<file path="src/rtl/aup_pkg.sv">
package aup_pkg;
  // strobes handed from the control to the datapath each cycle
  typedef struct packed {
    logic push;      // store wrData at the tail
    logic pop;       // retire the head word
    logic flush;     // empty the pointers
    logic selHigh;   // present the upper half of the head word
    logic holdZero;  // no data: present a zero slot
  } aup_strobe_t;
endpackage

</file>
<file path="src/rtl/aup_control.sv">
module aup_control
  import aup_pkg::*;
#(
  parameter int DEPTH = 8,
  parameter int BURST = 4
) (
  input  logic        clk,
  input  logic        rstN,
  input  logic        chanEn,
  input  logic        wrEn,
  input  logic        slotTake,
  input  logic        dmaAck,
  input  logic        underrunClr,
  output aup_strobe_t strb,
  output logic        dmaReq,
  output logic        underrun
);
  localparam int CNT_W = $clog2(DEPTH + 1);

  logic [CNT_W-1:0] wordCnt;
  logic [CNT_W-1:0] freeCnt;
  logic             half;
  logic             isEmpty;
  logic             isFull;
  logic             take;

  assign isEmpty = (wordCnt == '0);
  assign isFull  = (wordCnt == CNT_W'(DEPTH));
  assign freeCnt = CNT_W'(DEPTH) - wordCnt;
  assign take    = chanEn & slotTake & ~isEmpty;

  always_comb begin
    strb.push     = chanEn & wrEn & ~isFull;
    strb.pop      = take & half;
    strb.flush    = ~chanEn;
    strb.selHigh  = half;
    strb.holdZero = isEmpty;
  end

  always_ff @(posedge clk) begin
    if (!rstN) begin
      wordCnt <= '0;
      half    <= 1'b0;
    end else if (strb.flush) begin
      wordCnt <= '0;
      half    <= 1'b0;
    end else begin
      wordCnt <= wordCnt + CNT_W'(strb.push) - CNT_W'(strb.pop);
      half    <= half ^ take;
    end
  end

  always_ff @(posedge clk) begin
    if (!rstN)                  dmaReq <= 1'b0;
    else if (!chanEn || dmaAck) dmaReq <= 1'b0;
    else if (freeCnt >= CNT_W'(BURST)) dmaReq <= 1'b1;
  end

  always_ff @(posedge clk) begin
    if (!rstN)                              underrun <= 1'b0;
    else if (chanEn && slotTake && isEmpty) underrun <= 1'b1;
    else if (underrunClr)                   underrun <= 1'b0;
  end

  a_r3_no_overflow: assert property (@(posedge clk) disable iff (!rstN)
    wordCnt <= CNT_W'(DEPTH));
  a_r4_req_held: assert property (@(posedge clk) disable iff (!rstN)
    (dmaReq && !dmaAck && chanEn) |=> dmaReq);
  a_r5_ack_drops: assert property (@(posedge clk) disable iff (!rstN)
    dmaAck |=> !dmaReq);
  a_r6_underrun_set: assert property (@(posedge clk) disable iff (!rstN)
    (chanEn && slotTake && isEmpty) |=> underrun);
  a_r7_flush_empty: assert property (@(posedge clk) disable iff (!rstN)
    !chanEn |=> (isEmpty && !half && !dmaReq));
endmodule

</file>
<file path="src/rtl/aup_datapath.sv">
module aup_datapath
  import aup_pkg::*;
#(
  parameter int DATA_W   = 32,
  parameter int SAMPLE_W = 16,
  parameter int SLOT_W   = 20,
  parameter int DEPTH    = 8
) (
  input  logic              clk,
  input  logic              rstN,
  input  aup_strobe_t       strb,
  input  logic [DATA_W-1:0] wrData,
  output logic [SLOT_W-1:0] slotData
);
  localparam int PTR_W = $clog2(DEPTH);
  localparam int PAD_W = SLOT_W - SAMPLE_W;

  logic [DATA_W-1:0]   mem [DEPTH];
  logic [PTR_W-1:0]    wrPtr;
  logic [PTR_W-1:0]    rdPtr;
  logic [DATA_W-1:0]   headWord;
  logic [SAMPLE_W-1:0] sample;

  function automatic logic [PTR_W-1:0] nextPtr(input logic [PTR_W-1:0] p);
    return (p == PTR_W'(DEPTH - 1)) ? '0 : p + 1'b1;
  endfunction

  always_ff @(posedge clk) begin
    if (strb.push) mem[wrPtr] <= wrData;
  end

  always_ff @(posedge clk) begin
    if (!rstN || strb.flush) begin
      wrPtr <= '0;
      rdPtr <= '0;
    end else begin
      if (strb.push) wrPtr <= nextPtr(wrPtr);
      if (strb.pop)  rdPtr <= nextPtr(rdPtr);
    end
  end

  assign headWord = mem[rdPtr];
  assign sample   = strb.selHigh ? headWord[2*SAMPLE_W-1:SAMPLE_W]
                                 : headWord[SAMPLE_W-1:0];

  always_comb begin
    if (strb.holdZero) slotData = '0;
    else               slotData = {sample, {PAD_W{1'b0}}};
  end

  // the low nibble is always empty
  a_r2_pad_zero: assert property (@(posedge clk) disable iff (!rstN)
    slotData[PAD_W-1:0] == '0);
endmodule

</file>
<file path="src/rtl/audio_play_unpacker.sv">
module audio_play_unpacker #(
  parameter int DATA_W   = 32,
  parameter int SAMPLE_W = 16,
  parameter int SLOT_W   = 20,
  parameter int DEPTH    = 8,
  parameter int BURST    = 4
) (
  input  logic              clk,
  input  logic              rstN,
  input  logic              chanEn,
  input  logic              wrEn,
  input  logic [DATA_W-1:0] wrData,
  input  logic              slotTake,
  output logic [SLOT_W-1:0] slotData,
  output logic              dmaReq,
  input  logic              dmaAck,
  output logic              underrun,
  input  logic              underrunClr
);
  aup_pkg::aup_strobe_t strb;

  aup_control #(.DEPTH(DEPTH), .BURST(BURST)) u_ctrl (
    .clk(clk), .rstN(rstN), .chanEn(chanEn), .wrEn(wrEn),
    .slotTake(slotTake), .dmaAck(dmaAck), .underrunClr(underrunClr),
    .strb(strb), .dmaReq(dmaReq), .underrun(underrun)
  );

  aup_datapath #(.DATA_W(DATA_W), .SAMPLE_W(SAMPLE_W), .SLOT_W(SLOT_W),
                 .DEPTH(DEPTH)) u_dp (
    .clk(clk), .rstN(rstN), .strb(strb), .wrData(wrData), .slotData(slotData)
  );

  // a held reset leaves nothing to play
  a_r9_reset_quiet: assert property (@(posedge clk)
    !rstN |=> (slotData == '0 && !dmaReq && !underrun));
endmodule

</file>
<file path="config.mk">
export PLATFORM = sky130hd
export DESIGN_NAME = audio_play_unpacker
export DESIGN_NICKNAME = d
export VERILOG_FILES = /design/src/rtl/aup_pkg.sv /design/src/rtl/aup_control.sv /design/src/rtl/aup_datapath.sv /design/src/rtl/audio_play_unpacker.sv
export SDC_FILE = /design/constraint.sdc
export NUM_CORES = 1
export LEC_CHECK = 0
export BUFFER_PORTS_ARGS = -buffer_cell sky130_fd_sc_hd__buf_2
export CAP_MARGIN = 20
export CELL_PAD_IN_SITES_DETAIL_PLACEMENT = 1
export CELL_PAD_IN_SITES_GLOBAL_PLACEMENT = 1
export CORE_MARGIN = 3
export CORE_UTILIZATION = 49
export CTS_BUF_LIST = sky130_fd_sc_hd__clkbuf_4
export DETAILED_ROUTE_END_ITERATION = 10
export PLACE_DENSITY_LB_ADDON = 0.1
export SYNTH_ARGS = -nofsm -noshare
export SYNTH_HDL_FRONTEND = slang
export SYNTH_HIERARCHICAL = 1
export SYNTH_SLANG_ARGS = --single-unit
</file>
<file path="constraint.sdc">
create_clock -name clk -period 3.75 [get_ports clk]
set_input_delay 0.375 -clock clk [delete_from_list [all_inputs] [get_ports clk]]
set_output_delay 0.375 -clock clk [all_outputs]
set_load 0.02 [all_outputs]
</file>
==> results of run 1 <==
## timing repair
| item | 4_1_cts | 5_1_grt |
|---|---|---|
| hold buffers | 32 | 1 |
| endpoints found under the hold margin | 249 | 3 |
| endpoints found under the setup margin | 0 | 0 |
## power by group
part,switching [uW],internal (uW),leakage [uW]
Clock,1130,1460,0.000555
Combinational,102,65.0,0.00120
Sequential,6.84,3340,0.00244
Total,1240,4870,0.00420
## state kept, by name, indices dropped and copies added (netlist names), named ones only
register         count
u_ctrl/underrun      1
u_dp/mem           256
u_dp/wrPtr           3
u_ctrl/dmaReq        1
u_ctrl/wordCnt       4
u_ctrl/half          1
u_dp/rdPtr           3
## Yosys cell counts
cell | n | share of area (%)
nor4_1 | 1 | 0.058
conb_1 | 1 | 0.035
edfxtp_1 | 256 | 71
a22oi_1 | 56 | 3.9
nor3b_1 | 1 | 0.070
a2111oi_0 | 1 | 0.081
nor3_1 | 3 | 0.14
and3_1 | 2 | 0.12
a32oi_1 | 1 | 0.081
buf_8 | 1 | 0.14
nand2b_1 | 4 | 0.23
o21bai_1 | 1 | 0.070
nand2_1 | 21 | 0.73
mux4_2 | 8 | 1.7
a21oi_1 | 3 | 0.14
clkbuf_1 | 6 | 0.21
o211ai_1 | 8 | 0.56
and2_1 | 1 | 0.058
buf_6 | 9 | 0.94
ha_1 | 12 | 1.4
inv_1 | 11 | 0.38
nor2_1 | 19 | 0.66
a2111oi_1 | 1 | 0.093
a31o_1 | 1 | 0.081
xnor2_1 | 2 | 0.16
nor2b_1 | 4 | 0.23
mux2i_1 | 117 | 11
fa_1 | 1 | 0.19
a31oi_1 | 1 | 0.058
buf_2 | 10 | 0.46
or2b_1 | 1 | 0.070
or2_2 | 1 | 0.058
nand3_1 | 25 | 1.2
buf_4 | 12 | 0.83
dfxtp_1 | 16 | 3.0
## how the worst max path moves through the flow
stage | from | to | slack [ps] | depth (start not counted)
2_1_floorplan | u_ctrl/wordCnt[2] | u_dp/mem[4][0] | 720 | 5
3_3_place_gp | u_ctrl/wordCnt[2] | u_ctrl/wordCnt[2] | 1110 | 12
3_5_place_dp | u_ctrl/wordCnt[2] | u_ctrl/wordCnt[2] | 980 | 12
4_1_cts | flop | slotData[7] | 620 | 6
5_1_grt | flop | slotData[7] | 430 | 6
6_report | flop | slotData[6] | 710 | 6
## cell type report
type | count | area (um2)
diodes | 2 | 5.00
clock inverters | 12 | 100
fillers | 1990 | 8680
clock buffers | 110 | 826
multi-input cells | 300 | 2570
flip-flops and latches | 272 | 8010
repair buffers | 108 | 778
well taps | 275 | 344
inverters | 11 | 41.3
## per-layer routing
layer / vias to the layer above / wire length, um / track usage [%]
met2: 151 / 12600 / 36.4
met1: 3071 / 10200 / 25.9
li1: 2757 / - / -
met3: 42 / 1030 / 4.22
met5: - / 0 / 0
met4: 0 / 460 / 7.70
## through the flow
step / setup WS, ps / util, % / area, um2
after floorplan: 719 / - / 10800
after global placement: 1110 / 53.4 / 11400
after detailed placement: 980 / 53.4 / 11400
after CTS: 617 / 59.3 / 12700
after global routing: 427 / 59.3 / 12700
final: 707 / 59.3 / 12700
## logic make-up (layout without fill, tap and decap cells)
| group | after synthesis | after routing | synth area share, % |
|---|---|---|---|
| multiplexers | 125 | 125 | 12.5 |
| flip-flops | 272 | 272 | 74.1 |
| AO/OA/AOI/OAI | 73 | 73 | 5.05 |
| buffers and inverters | 49 | 241 | 2.97 |
| XOR/XNOR | 2 | 2 | 0.162 |
| AND/OR/NAND/NOR | 83 | 83 | 3.58 |
| other | 1 | 6 | 0.0347 |
| adder cells (fa/ha/maj) | 13 | 13 | 1.58 |
==> out/metrics.yaml, run 1 <==
final_cell_mix: "edfxtp_1 (256), mux2i_1 (117), clkbuf_4 (110)"
yosys_warnings: 6
post_cts.resized_instances: 0
critical-path-max-stage-delay_ps: 810
postSynthRegisterBits: 272
final_critical_delay_including_setup_and_external_delays_ps: 3040
cp_cell_instances: "buf_12, mux2i_1, a22oi_1, nand3_1, nand2_1, buf_2"
first_global_vias: 6696
floorplan.die.height_um: 154
via_count: 6021
arrival_ps: 2670
synth_seq_area_share_pct: 74.1
timing_worst_setup_path_type: "reg -> out"
hpwlAfterDp_um: 13600
finalMaxSlewViolations: 0
holdPathStages: 2
die_w_um: 154
std_cell_rows: 53
synth.distinct_cells: 35
endpoint_kind: "output pin"
io_buffer_count: 56
leakage_uw: 0.00420
gr-usage-all-layers_pct: 20.8
totalNegativeSetupSlack_ps: 0
dp.cells: 933
powerDensity_nw_per_um2: 482
setup_repair_after_global_routing_missed_its_margin: "false"
insertion_delay_ps: 650
whs_endpoint: "u_ctrl/wordCnt[0]"
area.growth.synth_to_final_pct: 17.3
peak_supply_drop_v: 0.000278
grt_start_max_net_pins: 49
h_tree_levels: 3
sort_of_element_at_the_start_of_the_critical_path: "flop"
worstPathMaxFanout: 38
cpMaxStageDelayCell: "dfxtp_4"
cts_tree: "done"
skew_ps: 28.8
antenna_found_initial: 2
post_route_antenna_net_violation_count: 0
postCtsSetupRepairBufs: 0
pin_count: 61
post-route-drc-count: 0
drive_above_1_share_pct: 25.8
cts.reportedPaths.clkPinSlew_ps: 60
grt_first_pass_wirelength_um: 37700
tightest_slew_ps: 872
post_synth_inst_count: 618
r2r_start: "u_ctrl/wordCnt[2]"
timing.hold.worst.class: "in -> reg"
fmaxAchievable_ghz: 0.329
worst_slew_margin_pct: 41.7
cts_root_buf: "clkbuf_4"
holdCritStartpoint: "rstN"
cts-buffers-inserted: 71
netlist_area_um2: 10800
wl_per_instance_um: 22.2
timing.reg2reg.worst_path_depth: 12
fin_crit_sh_pct: 81.1
outcome: "complete, no violations"
core_area_um2: 21400
hold_viol_final: 0
design.final.nets: 816
drt_wirelength_um: 24200
regToRegSetupSlack_ps: 990
layout.cells.non_filler: 1090
dieArea_um2: 23900
tritoncts_num_sinks: 272
crit_buf_inv: 2
drtIter0Drc: 343
global_route.overflow_total: 0
clock_path_buffers: 3
vias_per_cell: 5.52
crit_required_ps: 3380
setup_viol: 0
gp_routability_congestion: 0.718
drt_pass1_iterations: 4
crit_family: "flip-flops"
synthesis.area_per_instance_um2: 17.5
critical_path.reg2reg.endpoint: "u_ctrl/wordCnt[2]"
design_power_uw: 6110
cap_violations: 0
mostFrequentLayoutCell: "edfxtp_1"
initial_standard_cell_utilization_of_the_core_pct: 50.6
final.hold.worst_slack_ps: 54.8
Power figures use the tool's default switching activity.
==> inputs of run 2 (changes only) <==
--- a/config.mk
+++ b/config.mk
@@ -10,7 +10,7 @@
 export CELL_PAD_IN_SITES_DETAIL_PLACEMENT = 1
 export CELL_PAD_IN_SITES_GLOBAL_PLACEMENT = 1
 export CORE_MARGIN = 3
-export CORE_UTILIZATION = 49
+export CORE_UTILIZATION = 54
 export CTS_BUF_LIST = sky130_fd_sc_hd__clkbuf_4
 export DETAILED_ROUTE_END_ITERATION = 10
 export PLACE_DENSITY_LB_ADDON = 0.1
==> constraint.sdc (replaced) <==
create_clock -name clk -period 2.8 [get_ports clk]
set_input_delay 0.28 -clock clk [delete_from_list [all_inputs] [get_ports clk]]
set_output_delay 0.28 -clock clk [all_outputs]
set_load 0.02 [all_outputs]
==> run 2 against run 1 <==
  * Cell count hardly changed
  * Largest cell class unchanged
  * Critical endpoint is now slotData[15]
  * Cell area is 2.1% higher
  * Power is 31% higher
  * Worst hold slack better by 160 ps
  * Core utilization is 6.7 points higher
  * First-iteration DRC count is 41% higher
  * Combinational power is 46% higher
  * Non-clock buffer count is 19 higher
  * Critical path depth is 3 higher
  * Die area is 8.9% lower
  * Worst setup slack worse by 590 ps
  * Largest power group unchanged
  * Sequential share of layout area is 1.3 points lower
==> out/metrics.yaml, run 2 (same netlist as run 1, synthesis figures left out) <==
tightest_slew_ps: 603  # was 872 ps
clockPowerShare_pct: 41.0  # was 42.5%
post-route-util_pct: 66.0  # was 59.3%
gp_routability_congestion: 0.761  # was 0.718
fin_crit_sh_pct: 96.0
worstPathMaxFanout: 8  # was 38
net-switching-power_uw: 1680  # was 1240 uW
cts-buffers-inserted: 69  # was 71
post_route_antenna_net_violation_count: 0  # unchanged
pwr-share-seq_pct: 56.0  # was 54.8%
insertion_delay_ps: 670  # was 650 ps
share_comb_of_total_power_pct: 3.0  # was 2.7%
multiInputGateArea_um2: 2580  # was 2570 um2
tritoncts_num_sinks: 272  # unchanged
area.growth.synth_to_final_pct: 19.7  # was 17.3%
hold_viol_final: 0  # unchanged
io_buffer_count: 56  # unchanged
powerDensity_nw_per_um2: 619  # was 482 nW/um2
sort_of_element_at_the_start_of_the_critical_path: "flop"  # unchanged
drive_above_1_share_pct: 26.9  # was 25.8%
crit_required_ps: 2520  # was 3380 ps
design_power_uw: 8010  # was 6110 uW
gr-usage-all-layers_pct: 24.3  # was 20.8%
vias_per_cell: 5.75  # was 5.52
cts.reportedPaths.clkPinSlew_ps: 70  # was 60 ps
wl_per_instance_um: 24.4  # was 22.2 um
outcome: "complete, no violations"  # unchanged
timing.hold.worst.class: "in -> reg"  # unchanged
global_route.overflow_total: 0  # unchanged
floorplan.die.height_um: 147  # was 154 um
hpwlAfterDp_um: 13800  # was 13,600 um
via_count: 6259  # was 6,021
initial_standard_cell_utilization_of_the_core_pct: 55.1  # was 50.6%
timing_worst_setup_path_type: "reg -> out"  # unchanged
final_critical_delay_including_setup_and_external_delays_ps: 2690
power.share.switching_pct: 21.0  # was 20.3%
timing.reg2reg.worst_path_depth: 12  # unchanged
drtIter0Drc: 484  # was 343
peak_supply_drop_v: 0.000349  # was 0.000278 V
reg.largest.list: "u_dp/mem: 256 flops, u_ctrl/wordCnt: 4 flops"  # unchanged
h_tree_levels: 3  # unchanged
clock_path_buffers: 3  # unchanged
post-route-drc-count: 0  # unchanged
first_global_vias: 7114  # was 6,696
holdPathStages: 5  # was 2
design.final.nets: 833  # was 816
arrival_ps: 2410  # was 2670 ps
core_area_um2: 19600  # was 21,400 um2
mostFrequentLayoutCell: "edfxtp_1"  # unchanged
pin_count: 61  # unchanged
fillCellCount: 1763  # was 1,990
grt_first_pass_wirelength_um: 39500  # was 37,700 um
fmaxAchievable_ghz: 0.372
largest_register_ff_count: 256  # unchanged
finalMaxSlewViolations: 0  # unchanged
cts_tree: "done"  # unchanged
std_cell_rows: 51  # was 53
cts_root_buf: "clkbuf_4"  # unchanged
leakage_uw: 0.00429  # was 0.00420 uW
dieArea_um2: 21700  # was 23,900 um2
final_cell_mix: "edfxtp_1 (256), mux2i_1 (117), clkbuf_4 (96)"  # was edfxtp_1 (256), mux2i_1 (117), clkbuf_4 (110)
skew_ps: 44.2  # was 28.8 ps
intPower_uw: 6330  # was 4870 uW
drt_pass1_iterations: 4  # unchanged
worst_slew_margin_pct: 58.8  # was 41.7%
die_w_um: 147  # was 154 um
cap_violations: 0  # unchanged
grt_start_max_net_pins: 67  # was 49
endpoint_kind: "output pin"  # unchanged
antenna_found_initial: 2  # unchanged
area_taken_by_flip_flops_and_latches_um2: 8010  # about the same
registers.top_by_ff_count: "u_dp/mem"  # unchanged
setup_viol: 0  # unchanged
drt_wirelength_um: 26500  # was 24,200 um
-- run 2: routing by layer --
layer | vias up | global-route usage (%) | part of all wire, %
met5 | - | 0 | 0
met1 | 3248 | 28.7 | 40
met3 | 34 | 5.15 | 4.5
li1 | 2793 | - | -
met2 | 184 | 44.5 | 54
met4 | 0 | 7.55 | 1.8
-- run 2: repair_timing --
item / in CTS / in global routing
hold buffers: 36 / 0
resized for setup: 5 / 12
pin swaps: 1 / 0
endpoints found under the setup margin: 15 / 17
gates cloned: 0 / 2
endpoints found under the hold margin: 263 / 0
setup buffers: 4 / 6
-- run 2: stage by stage --
stage          hold slack [ps]  setup slack [ps]  TNS, ps  instances  instance area, um2
5_1_grt                    211             -17.7    -32.2       1089               12900
2_1_floorplan              357              -231   -43220        621               10800
6_report                   213               113        0       1089               12900
4_1_cts                    170             -7.93    -7.93       1079               12800
3_5_place_dp               455               216        0        927               11500
3_3_place_gp               444               360        0        927               11500
-- run 2: area by class of cell --
type                    count  area share (%)
clock inverters            16           0.880
flip-flops and latches    272            62.0
well taps                 265            2.56
clock buffers              96            5.57
inverters                  11           0.319
diodes                      2          0.0387
multi-input cells         300            20.0
repair buffers            127            8.69
-- run 2: power groups by stage --
stage                     Sequential, uW  Combinational, uW  Clock, uW
final                               4480                244       3280
after global routing                4480                269       3620
after CTS                           4480                242       3350
after detailed placement            4570                195          0
after global placement              4570                181          0
after floorplan                     4570               79.0          0
-- run 2: worst paths after layout --
path / slack (ps) / from / endpoint
setup / recovery: 110 / u_ctrl/wordCnt[2] / slotData[15]
hold / removal: 210 / slotTake / u_ctrl/half
setup reg to reg: 310 / u_ctrl/wordCnt[2] / u_ctrl/wordCnt[2]
hold reg to reg: 550 / u_dp/rdPtr[0] / flop
-- run 2: worst max-delay path, cell delays in order, from the launching register on --
cell and delay [ps]:
dfxtp_2 360, inv_2 80, ha_1 190, nor3b_2 160, buf_4 170, nor2b_4 170, buf_4 240, nand3_1 130
nand2_1 90, buf_2 170
